===== src/rtl/dmach_pkg.sv =====
package dmach_pkg;
  localparam int NPTR = 6;

  // Command / status bit positions in the control word
  localparam int CMD_SET_EN   = 0;
  localparam int CMD_SET_SUPD = 1;
  localparam int CMD_CLR_CMPL = 2;
  localparam int CMD_RESET    = 3;
  localparam int CMD_DEV2MEM  = 4;
  localparam int ST_EN        = 0;
  localparam int ST_SUPD      = 1;
  localparam int ST_CMPL      = 3;
  localparam int ST_DIR       = 4;

  localparam logic [15:0] CSR_OFS = 16'h0000;

  typedef struct packed {
    logic en;
    logic supd;
    logic cmpl;
    logic dir;
  } chan_flags_t;

  function automatic logic [15:0] ptr_offset(input int idx);
    case (idx)
      0: ptr_offset = 16'h4000;
      1: ptr_offset = 16'h4004;
      2: ptr_offset = 16'h4008;
      3: ptr_offset = 16'h400C;
      4: ptr_offset = 16'h4200;
      default: ptr_offset = 16'h4204;
    endcase
  endfunction
endpackage


===== src/rtl/dmach_decode.sv =====
module dmach_decode
  import dmach_pkg::*;
#(
  parameter int ADDR_W = 15,
  parameter int BE_W   = 4
) (
  input  logic              req,
  input  logic              wr,
  input  logic [ADDR_W-1:0] addr,
  input  logic [BE_W-1:0]   be,
  output logic              csr_wr,
  output logic              csr_rd,
  output logic [NPTR-1:0]   ptr_wr,
  output logic [NPTR-1:0]   ptr_rd,
  output logic              rd_any
);
  logic full_word;
  logic [NPTR-1:0] ptr_hit;
  logic csr_hit;

  assign full_word = (be == {BE_W{1'b1}});
  assign csr_hit   = (addr == CSR_OFS[ADDR_W-1:0]);

  for (genvar i = 0; i < NPTR; i++) begin : g_hit
    assign ptr_hit[i] = (addr == ptr_offset(i)[ADDR_W-1:0]);
    assign ptr_wr[i]  = req && wr && full_word && ptr_hit[i];
    assign ptr_rd[i]  = req && !wr && full_word && ptr_hit[i];
  end

  assign csr_wr = req && wr && full_word && csr_hit;
  assign csr_rd = req && !wr && full_word && csr_hit;
  assign rd_any = req && !wr;
endmodule


===== src/rtl/dmach_ctrl.sv =====
module dmach_ctrl
  import dmach_pkg::*;
#(
  parameter int DATA_W = 32
) (
  input  logic              clk,
  input  logic              rst_n,
  input  logic              csr_wr,
  input  logic [DATA_W-1:0] cmd,
  input  logic              done,
  output chan_flags_t       flags
);
  chan_flags_t flags_q, flags_d;

  always_comb begin
    flags_d = flags_q;
    if (csr_wr) begin
      if (cmd[CMD_SET_EN])   flags_d.en   = 1'b1;
      if (cmd[CMD_SET_SUPD]) flags_d.supd = 1'b1;
      if (cmd[CMD_DEV2MEM])  flags_d.dir  = 1'b1;
      if (cmd[CMD_CLR_CMPL]) flags_d.cmpl = 1'b0;
    end
    if (done && flags_q.en) flags_d.cmpl = 1'b1;
    if (csr_wr && cmd[CMD_RESET]) flags_d = '0;
  end

  always_ff @(posedge clk or negedge rst_n) begin
    if (!rst_n) flags_q <= '0;
    else        flags_q <= flags_d;
  end

  assign flags = flags_q;
endmodule


===== src/rtl/dmach_ptrs.sv =====
module dmach_ptrs
  import dmach_pkg::*;
#(
  parameter int DATA_W = 32
) (
  input  logic                        clk,
  input  logic                        rst_n,
  input  logic [NPTR-1:0]             wr_en,
  input  logic [DATA_W-1:0]           wdata,
  output logic [NPTR-1:0][DATA_W-1:0] value
);
  for (genvar i = 0; i < NPTR; i++) begin : g_reg
    logic [DATA_W-1:0] q, d;
    always_comb d = wr_en[i] ? wdata : q;
    always_ff @(posedge clk or negedge rst_n) begin
      if (!rst_n) q <= '0;
      else        q <= d;
    end
    assign value[i] = q;
  end
endmodule


===== src/rtl/dmach_regfile.sv =====
module dmach_regfile
  import dmach_pkg::*;
#(
  parameter int ADDR_W = 15,
  parameter int DATA_W = 32,
  localparam int BE_W  = DATA_W / 8
) (
  input  logic              clk,
  input  logic              rst_n,
  input  logic              bus_req,
  input  logic              bus_wr,
  input  logic [ADDR_W-1:0] bus_addr,
  input  logic [BE_W-1:0]   bus_be,
  input  logic [DATA_W-1:0] bus_wdata,
  output logic [DATA_W-1:0] bus_rdata,
  input  logic              xfer_done,
  output logic              chan_en,
  output logic              chan_supd,
  output logic              chan_dir,
  output logic              chan_complete
);
  logic csr_wr, csr_rd, rd_any;
  logic [NPTR-1:0] ptr_wr, ptr_rd;
  logic [NPTR-1:0][DATA_W-1:0] ptr_val;
  chan_flags_t flags;
  logic [DATA_W-1:0] status_word, rd_mux, rdata_q, rdata_d;

  dmach_decode #(.ADDR_W(ADDR_W), .BE_W(BE_W)) u_dec (
    .req(bus_req), .wr(bus_wr), .addr(bus_addr), .be(bus_be),
    .csr_wr(csr_wr), .csr_rd(csr_rd), .ptr_wr(ptr_wr), .ptr_rd(ptr_rd),
    .rd_any(rd_any)
  );

  dmach_ctrl #(.DATA_W(DATA_W)) u_ctrl (
    .clk(clk), .rst_n(rst_n), .csr_wr(csr_wr), .cmd(bus_wdata),
    .done(xfer_done), .flags(flags)
  );

  dmach_ptrs #(.DATA_W(DATA_W)) u_ptrs (
    .clk(clk), .rst_n(rst_n), .wr_en(ptr_wr), .wdata(bus_wdata),
    .value(ptr_val)
  );

  always_comb begin
    status_word          = '0;
    status_word[ST_EN]   = flags.en;
    status_word[ST_SUPD] = flags.supd;
    status_word[ST_CMPL] = flags.cmpl;
    status_word[ST_DIR]  = flags.dir;
  end

  always_comb begin
    rd_mux = csr_rd ? status_word : '0;
    for (int i = 0; i < NPTR; i++) begin
      if (ptr_rd[i]) rd_mux = rd_mux | ptr_val[i];
    end
  end

  always_comb rdata_d = rd_any ? rd_mux : rdata_q;

  always_ff @(posedge clk or negedge rst_n) begin
    if (!rst_n) rdata_q <= '0;
    else        rdata_q <= rdata_d;
  end

  assign bus_rdata     = rdata_q;
  assign chan_en       = flags.en;
  assign chan_supd     = flags.supd;
  assign chan_dir      = flags.dir;
  assign chan_complete = flags.cmpl;
endmodule


===== config.mk =====
export PLATFORM = sky130hd
export DESIGN_NAME = dmach_regfile
export DESIGN_NICKNAME = d
export VERILOG_FILES = /design/src/rtl/dmach_pkg.sv /design/src/rtl/dmach_decode.sv /design/src/rtl/dmach_ctrl.sv /design/src/rtl/dmach_ptrs.sv /design/src/rtl/dmach_regfile.sv
export SDC_FILE = /design/constraint.sdc
export NUM_CORES = 1
export LEC_CHECK = 0
export BUFFER_PORTS_ARGS = -buffer_cell sky130_fd_sc_hd__buf_2
export CORE_UTILIZATION = 65
export DETAILED_ROUTE_END_ITERATION = 10
export PLACE_DENSITY = 0.82
export SLEW_MARGIN = 10
export SYNTH_ARGS = -nofsm -noshare
export SYNTH_HDL_FRONTEND = slang
export SYNTH_HIERARCHICAL = 1
export SYNTH_SLANG_ARGS = --single-unit

===== constraint.sdc =====
create_clock -name clk -period 1.68 [get_ports clk]
set_input_delay 0.336 -clock clk [delete_from_list [all_inputs] [get_ports clk]]
set_output_delay 0.336 -clock clk [all_outputs]
set_load 0.01 [all_outputs]

==> qor.yml, run 1 <==
multi_input_area_um2: 4750
synth_edf_count: 0
grt_max_degree: 67
ir_worst_vdd_mv: 0.797
violations: "setup timing"
crit_type: "in -> reg"
fp.coreArea_um2: 16100
utilization: 0.809
grt_util_met1: 0.413
status: "finished, violations left"
maxCapViolCount: 0
synth_cell_type_count: 35
fill_cells: 789
crit_required_ns: 2.07
tightest_slew_ns: 0.548
fin_cells: 1055
p_leak_uw: 0.00596
synth_seq_cells: 228
gr-total-overflow: 0
final-seq-area_um2: 5710
critical_path.max_stage_delay_ns: 0.56
grt_pass1_vias: 7533
synth_warnings: 6
clockRootBuffer: "clkbuf_16"
pin_count: 92
seq_area_frac_synth: 0.527
setup_ws_ns: -0.155
end_kind: "flip-flop"
ys_top_cells_by_area: "dfrtp_1 (53%), mux2_4 (25%), a22oi_1 (4.4%), buf_12 (3.7%), a41oi_2 (3.0%)"
wl_per_cell_um: 27.5
avgSynthCellArea_um2: 16.1
top_usage_layer: "met2"
synth_top_area_frac: 0.527
syn-cell-area_um2: 10800
antenna_found_initial: 2
async_reset_ff_frac: 1.00
place_congestion: 0.841
finalCritPeriodShare: 1.09
rsz0062_at_grt: "true"
cts_tree: "done"
gr-usage-met2: 0.567
placementRows: 46
dr_total_vias: 6928
synth_area_leader_cell: "dfrtp_1"
ant_nets: 0
hp-class: "in -> reg"
finalHoldViolCount: 0
startpoint_type: "input port"
final_cell_mix: "dfrtp_1 (228), mux2_4 (186), buf_2 (87)"
skew_ns: 0.0132
critPathMaxFanout: 22
fin_setup_tns_ns: -10.36
layout.nets: 880
slowest_stage: "or4b_4"
wl_um: 29000
htreeDepth: 1
setup_violations: 127
clock-sinks: 228
dieHeight_um: 131
fmax_mhz: 545
grtUsageTotal: 0.328
critPathArrivalTime_ns: 2.23
synth_cells: 674
vias_per_cell: 6.57
port_buffers: 91
clk_pin_slew_ns: 0.07
numCtsBuffers: 23
syn_to_final_growth_pct: 20.0
dp_hpwl_um: 16000
dpl-instance-area_um2: 11900
cp_cell_sequence: "buf_6, or4b_4, nor4_4, and4bb_2, buf_12, mux2_4"
die_area_um2: 17200
insertion_delay_ns: 0.51
worst_slew_margin_rel: 0.635
first_pass_iters: 5
grt_pass1_wl_um: 42200
synth_ff_type: "dfrtp_1"
pwr_density_cell_nw_per_um2: 883
period_needed_ns: 1.84
mostFrequentLayoutCell: "dfrtp_1"
drv_slew: 0
start_util: 0.674
clk_path_buf_depth: 3
dp.cells: 995
timing.hold.ws_ns: 0.147
die_w_um: 131
drt_iter0_markers: 551
syn-num-nets: 730
remaining_drc_errors: 0
drive_above_1_share: 0.562
grtUsageMet3: 0.0471
fin_area_um2: 13000
-- layout make-up --
| class | count | area share |
|---|---|---|
| Antenna cell | 1 | 0.000193 |
| Tap cell | 216 | 0.0208 |
| Sequential cell | 228 | 0.439 |
| Inverter | 1 | 0.000289 |
| Clock buffer | 30 | 0.0494 |
| Timing Repair Buffer | 175 | 0.117 |
| Clock inverter | 9 | 0.00799 |
| Multi-Input combinational cell | 395 | 0.365 |
-- sequential cells by signal, indices dropped and copies added, names as in the netlist --
signal / flops
bus_rdata: 32
u_ctrl/flags: 4
u_ptrs/g.q: 192
-- routing by layer --
metal	part of all wire	vias up
met2	0.51	323
met4	0.042	0
met5	0	-
met3	0.053	96
li1	-	2855
met1	0.39	3654
-- report_power, final --
| group | switching, uW | internal (uW) | leakage [uW] |
|---|---|---|---|
| combinational | 439 | 265 | 0.00247 |
| sequential | 53.5 | 5580 | 0.00313 |
| clock | 2140 | 2990 | 0.000364 |
| total | 2640 | 8840 | 0.00596 |
-- critical path: cells and delay by family --
kind | cells | cell delay (ns)
multiplexers | 1 | 0.33
AND/OR/NAND/NOR | 3 | 1.22
buffers and inverters | 2 | 0.32
-- per-stage QoR --
step	total power [uW]	setup slack, ns
after floorplan	5940	-0.316
after global placement	6370	-0.569
after detailed placement	6400	-0.669
after CTS	11500	-0.0224
after global routing	11800	-0.159
final	11500	-0.155
-- logic make-up after synthesis --
kind of cell,Yosys count,synth area share
compound gates,133,0.120
flops,228,0.527
mux,192,0.262
simple gates,70,0.0357
buf+inv,51,0.0556
-- cell usage after synthesis (all sizes together), types with 2 or more instances --
master  number
a21oi        4
a221oi       4
a222oi       4
a22o         4
a22oi       84
a31oi        4
a41oi       28
and4         2
and4bb       3
buf         49
dfrtp      228
mux2       192
nand2        3
nand2b       2
nand4        2
nor2        39
nor3         7
nor4         5
nor4b        2
-- what timing repair did --
item,4_1_cts,5_1_grt
gates resized for setup,19,20
hold buffers,1,0
pin swaps,11,19
endpoints found under the hold margin,57,0
endpoints found under the setup margin,76,181
gates cloned,1,4
setup buffers,4,11
-- final timing paths --
| path | startpoint | endpoint | slack, ns | depth (start not counted) |
|---|---|---|---|---|
| worst max-delay path | bus_addr[3] | u_ptrs/g_reg[5].q[14] | -0.16 | 6 |
| worst min-delay path | bus_wdata[21] | u_ptrs/g_reg[5].q[21] | 0.15 | 2 |
| worst max register to register | u_ctrl/flags[1] | bus_rdata[3] | 0.26 | 3 |
| worst min register to register | u_ptrs/g_reg[3].q[22] | u_ptrs/g_reg[3].q[22] | 0.52 | 1 |
| max in group asynchronous | rst_n | u_ptrs/g_reg[3].q[10] | 0.66 | 3 |
| min in group asynchronous | rst_n | u_ptrs/g_reg[1].q[25] | 0.37 | 2 |
(Power assumes the default switching activity.)
==> run 2: changes to the inputs <==
--- a/config.mk
+++ b/config.mk
@@ -6,11 +6,11 @@
 export NUM_CORES = 1
 export LEC_CHECK = 0
 export BUFFER_PORTS_ARGS = -buffer_cell sky130_fd_sc_hd__buf_2
-export CORE_UTILIZATION = 65
+export CORE_UTILIZATION = 64
+export CTS_CLUSTER_DIAMETER = 40
 export DETAILED_ROUTE_END_ITERATION = 10
-export PLACE_DENSITY = 0.82
+export PLACE_DENSITY = 0.81
 export SLEW_MARGIN = 10
 export SYNTH_ARGS = -nofsm -noshare
 export SYNTH_HDL_FRONTEND = slang
-export SYNTH_HIERARCHICAL = 1
 export SYNTH_SLANG_ARGS = --single-unit
==> run 2 against run 1 <==
Against the previous run:
- the flow still finishes with violations (setup timing)
- worst setup slack improved by 0.020 ns
- sequential cell count unchanged
- global-route usage increased by 2.7 points
- synthesized area decreased by 6.8%
- clock power increased by 37%
- critical path type unchanged
- largest cell class unchanged
- highest routed layer unchanged
==> qor.yml, run 2 <==
dieHeight_um: 128
fmax_mhz: 551
layout.nets: 892
grt_max_degree: 50
hp-class: "in -> reg"
p_leak_uw: 0.00652
antenna_found_initial: 0
maxCapViolCount: 0
die_w_um: 128
dp_hpwl_um: 15100
antenna_cells: 0
crit_type: "in -> reg"
grtUsageTotal: 0.355
pre_cts_ws_ns: -0.620
setup_ws_ns: -0.135
pwr-share-seq: 0.422
drt_iter0_markers: 439
drive_above_1_share: 0.527
multi_input_area_um2: 4550
rsz0062_at_grt: "true"
numCtsBuffers: 30
setup_violations: 139
final-seq-area_um2: 5710
ir_worst_vdd_mv: 1.07
insertion_delay_ns: 0.55
port_buffers: 91
fp.coreArea_um2: 15300
status: "finished, violations left"
intPower_uw: 10100
critPathArrivalTime_ns: 2.23
die_area_um2: 16300
tightest_slew_ns: 0.538
remaining_drc_errors: 0
violations: "setup timing"
grtUsageMet3: 0.0482
gr-total-overflow: 0
seq_area_frac_synth: 0.565
largest_register: "u_ptrs.g.q"
grt_util_met1: 0.479
synth_cells: 692
finalHoldViolCount: 0
ys_top_cells_by_area: "dfrtp_1 (57%), mux2_2 (17%), mux4_2 (5.4%), mux2_1 (5.1%), mux2i_1 (3.9%)"
htreeDepth: 1
synth_common_cells: "dfrtp_1 (228), mux2_2 (154), mux2_1 (46)"
placementRows: 45
clk_pin_slew_ns: 0.06
drv_slew: 0
async_reset_ff_frac: 1.00
wl_um: 27100
worst_slew_margin_rel: 0.638
synthMostInstantiatedCell: "dfrtp_1"
ant_nets: 0
cts_tree: "done"
synth_area_leader_cell: "dfrtp_1"
avgSynthCellArea_um2: 14.6
dr_total_vias: 6806
clock-sinks: 228
synth_warnings: 0
mostFrequentLayoutCell: "dfrtp_1"
synth_cell_type_count: 39
pin_count: 92
startpoint_type: "input port"
end_kind: "flip-flop"
synth_top_area_frac: 0.565
largest_reg_flops: 192
switching_share: 0.225
power_frac_comb: 0.039
syn_to_final_growth_pct: 28.3
top_usage_layer: "met2"
period_needed_ns: 1.81
syn-cell-area_um2: 10100
power.clock.fraction: 0.540
grt_pass1_wl_um: 43300
synth_ff_type: "dfrtp_1"
start_util: 0.659
wl_per_cell_um: 25.3
skew_ns: 0.0283
crit_required_ns: 2.10
utilization: 0.846
synth_seq_cells: 228
finalCritPeriodShare: 1.08
grt_pass1_vias: 7570
vias_per_cell: 6.37
critPathMaxFanout: 13
fill_cells: 728
clockRootBuffer: "clkbuf_16"
syn-num-nets: 748
synth_edf_count: 0
switching_power_uw: 2930
pwr_density_cell_nw_per_um2: 1010
clk_path_buf_depth: 3
final_cell_mix: "dfrtp_1 (228), mux2_2 (99), mux2_4 (97)"
place_congestion: 0.897
first_pass_iters: 5
gr-usage-met2: 0.592
==> run 2: worst max-delay path: stages <==
cell and delay (ns):
buf_6 0.09, or4_4 0.57, nor4_4 0.32, and3b_2 0.27, buf_12 0.14, buf_12 0.18
mux2_4 0.32
==> run 2: layout make-up <==
cell class / instances / share of cell area
Multi-Input combinational cell: 413 / 0.352
Tap cell: 211 / 0.0204
Inverter: 1 / 0.000290
Clock buffer: 32 / 0.0593
Clock inverter: 22 / 0.0257
Timing Repair Buffer: 162 / 0.102
Sequential cell: 228 / 0.441
==> run 2: what timing repair did <==
action | in CTS | in global routing
gates resized for setup | 24 | 19
hold buffers | 1 | 0
cloned | 4 | 0
pin swaps | 0 | 4
endpoints found under the setup margin | 156 | 171
setup buffers | 10 | 5
endpoints found under the hold margin | 52 | 0
==> run 2: cell families (layout without fill, tap and decap cells) <==
kind of cell / Yosys count / in the layout / share of synthesized area
DFF: 228 / 228 / 0.565
and+or+nand+nor: 97 / 97 / 0.0539
AOI/OAI and AO/OA: 53 / 53 / 0.0384
muxes: 263 / 263 / 0.315
buffers and inverters: 51 / 217 / 0.0267
==> run 2: per-stage QoR <==
stage               instance area, um^2  cells  setup TNS [ns]  hold WS (ns)  power (uW)
CTS                               12900   1068           -2.26        0.0775       13000
global placement                  11500    999         -112.32         0.247        6060
finish                            12900   1069           -8.38        0.0812       13000
detailed placement                11500    999         -123.81         0.248        6080
global route                      12900   1069          -13.48        0.0950       13300
floorplan                         10600    692          -90.32        0.0404        5750
==> run 2: per-layer routing <==
layer / share of wire / routed length [um] / vias up
met5: 0 / 0 / -
met4: 0.036 / 980 / 0
met3: 0.053 / 1450 / 87
met2: 0.50 / 13700 / 298
met1: 0.41 / 11000 / 3553
li1: - / - / 2868
==> run 2: final timing paths <==
path	end	slack, ns	from	depth (start not counted)
setup / recovery	u_ptrs.g_reg[0].q[10]	-0.13	bus_addr[4]	7
setup reg to reg	bus_rdata[1]	0.30	u_ptrs.g_reg[2].q[1]	4
min in group asynchronous	u_ptrs.g_reg[4].q[22]	0.27	rst_n	2
max in group asynchronous	u_ptrs.g_reg[5].q[2]	0.80	rst_n	3
hold reg to reg	bus_rdata[14]	0.49	bus_rdata[14]	2
hold / removal	u_ptrs.g_reg[0].q[8]	0.08	bus_wdata[8]	2
==> run 2: power by group through the flow <==
| stage | registers (uW) | clock network (uW) | logic, uW |
|---|---|---|---|
| floorplan | 5590 | 0 | 155 |
| global placement | 5590 | 0 | 466 |
| detailed placement | 5590 | 0 | 486 |
| CTS | 5490 | 7010 | 498 |
| global route | 5490 | 7280 | 547 |
| finish | 5490 | 7030 | 503 |
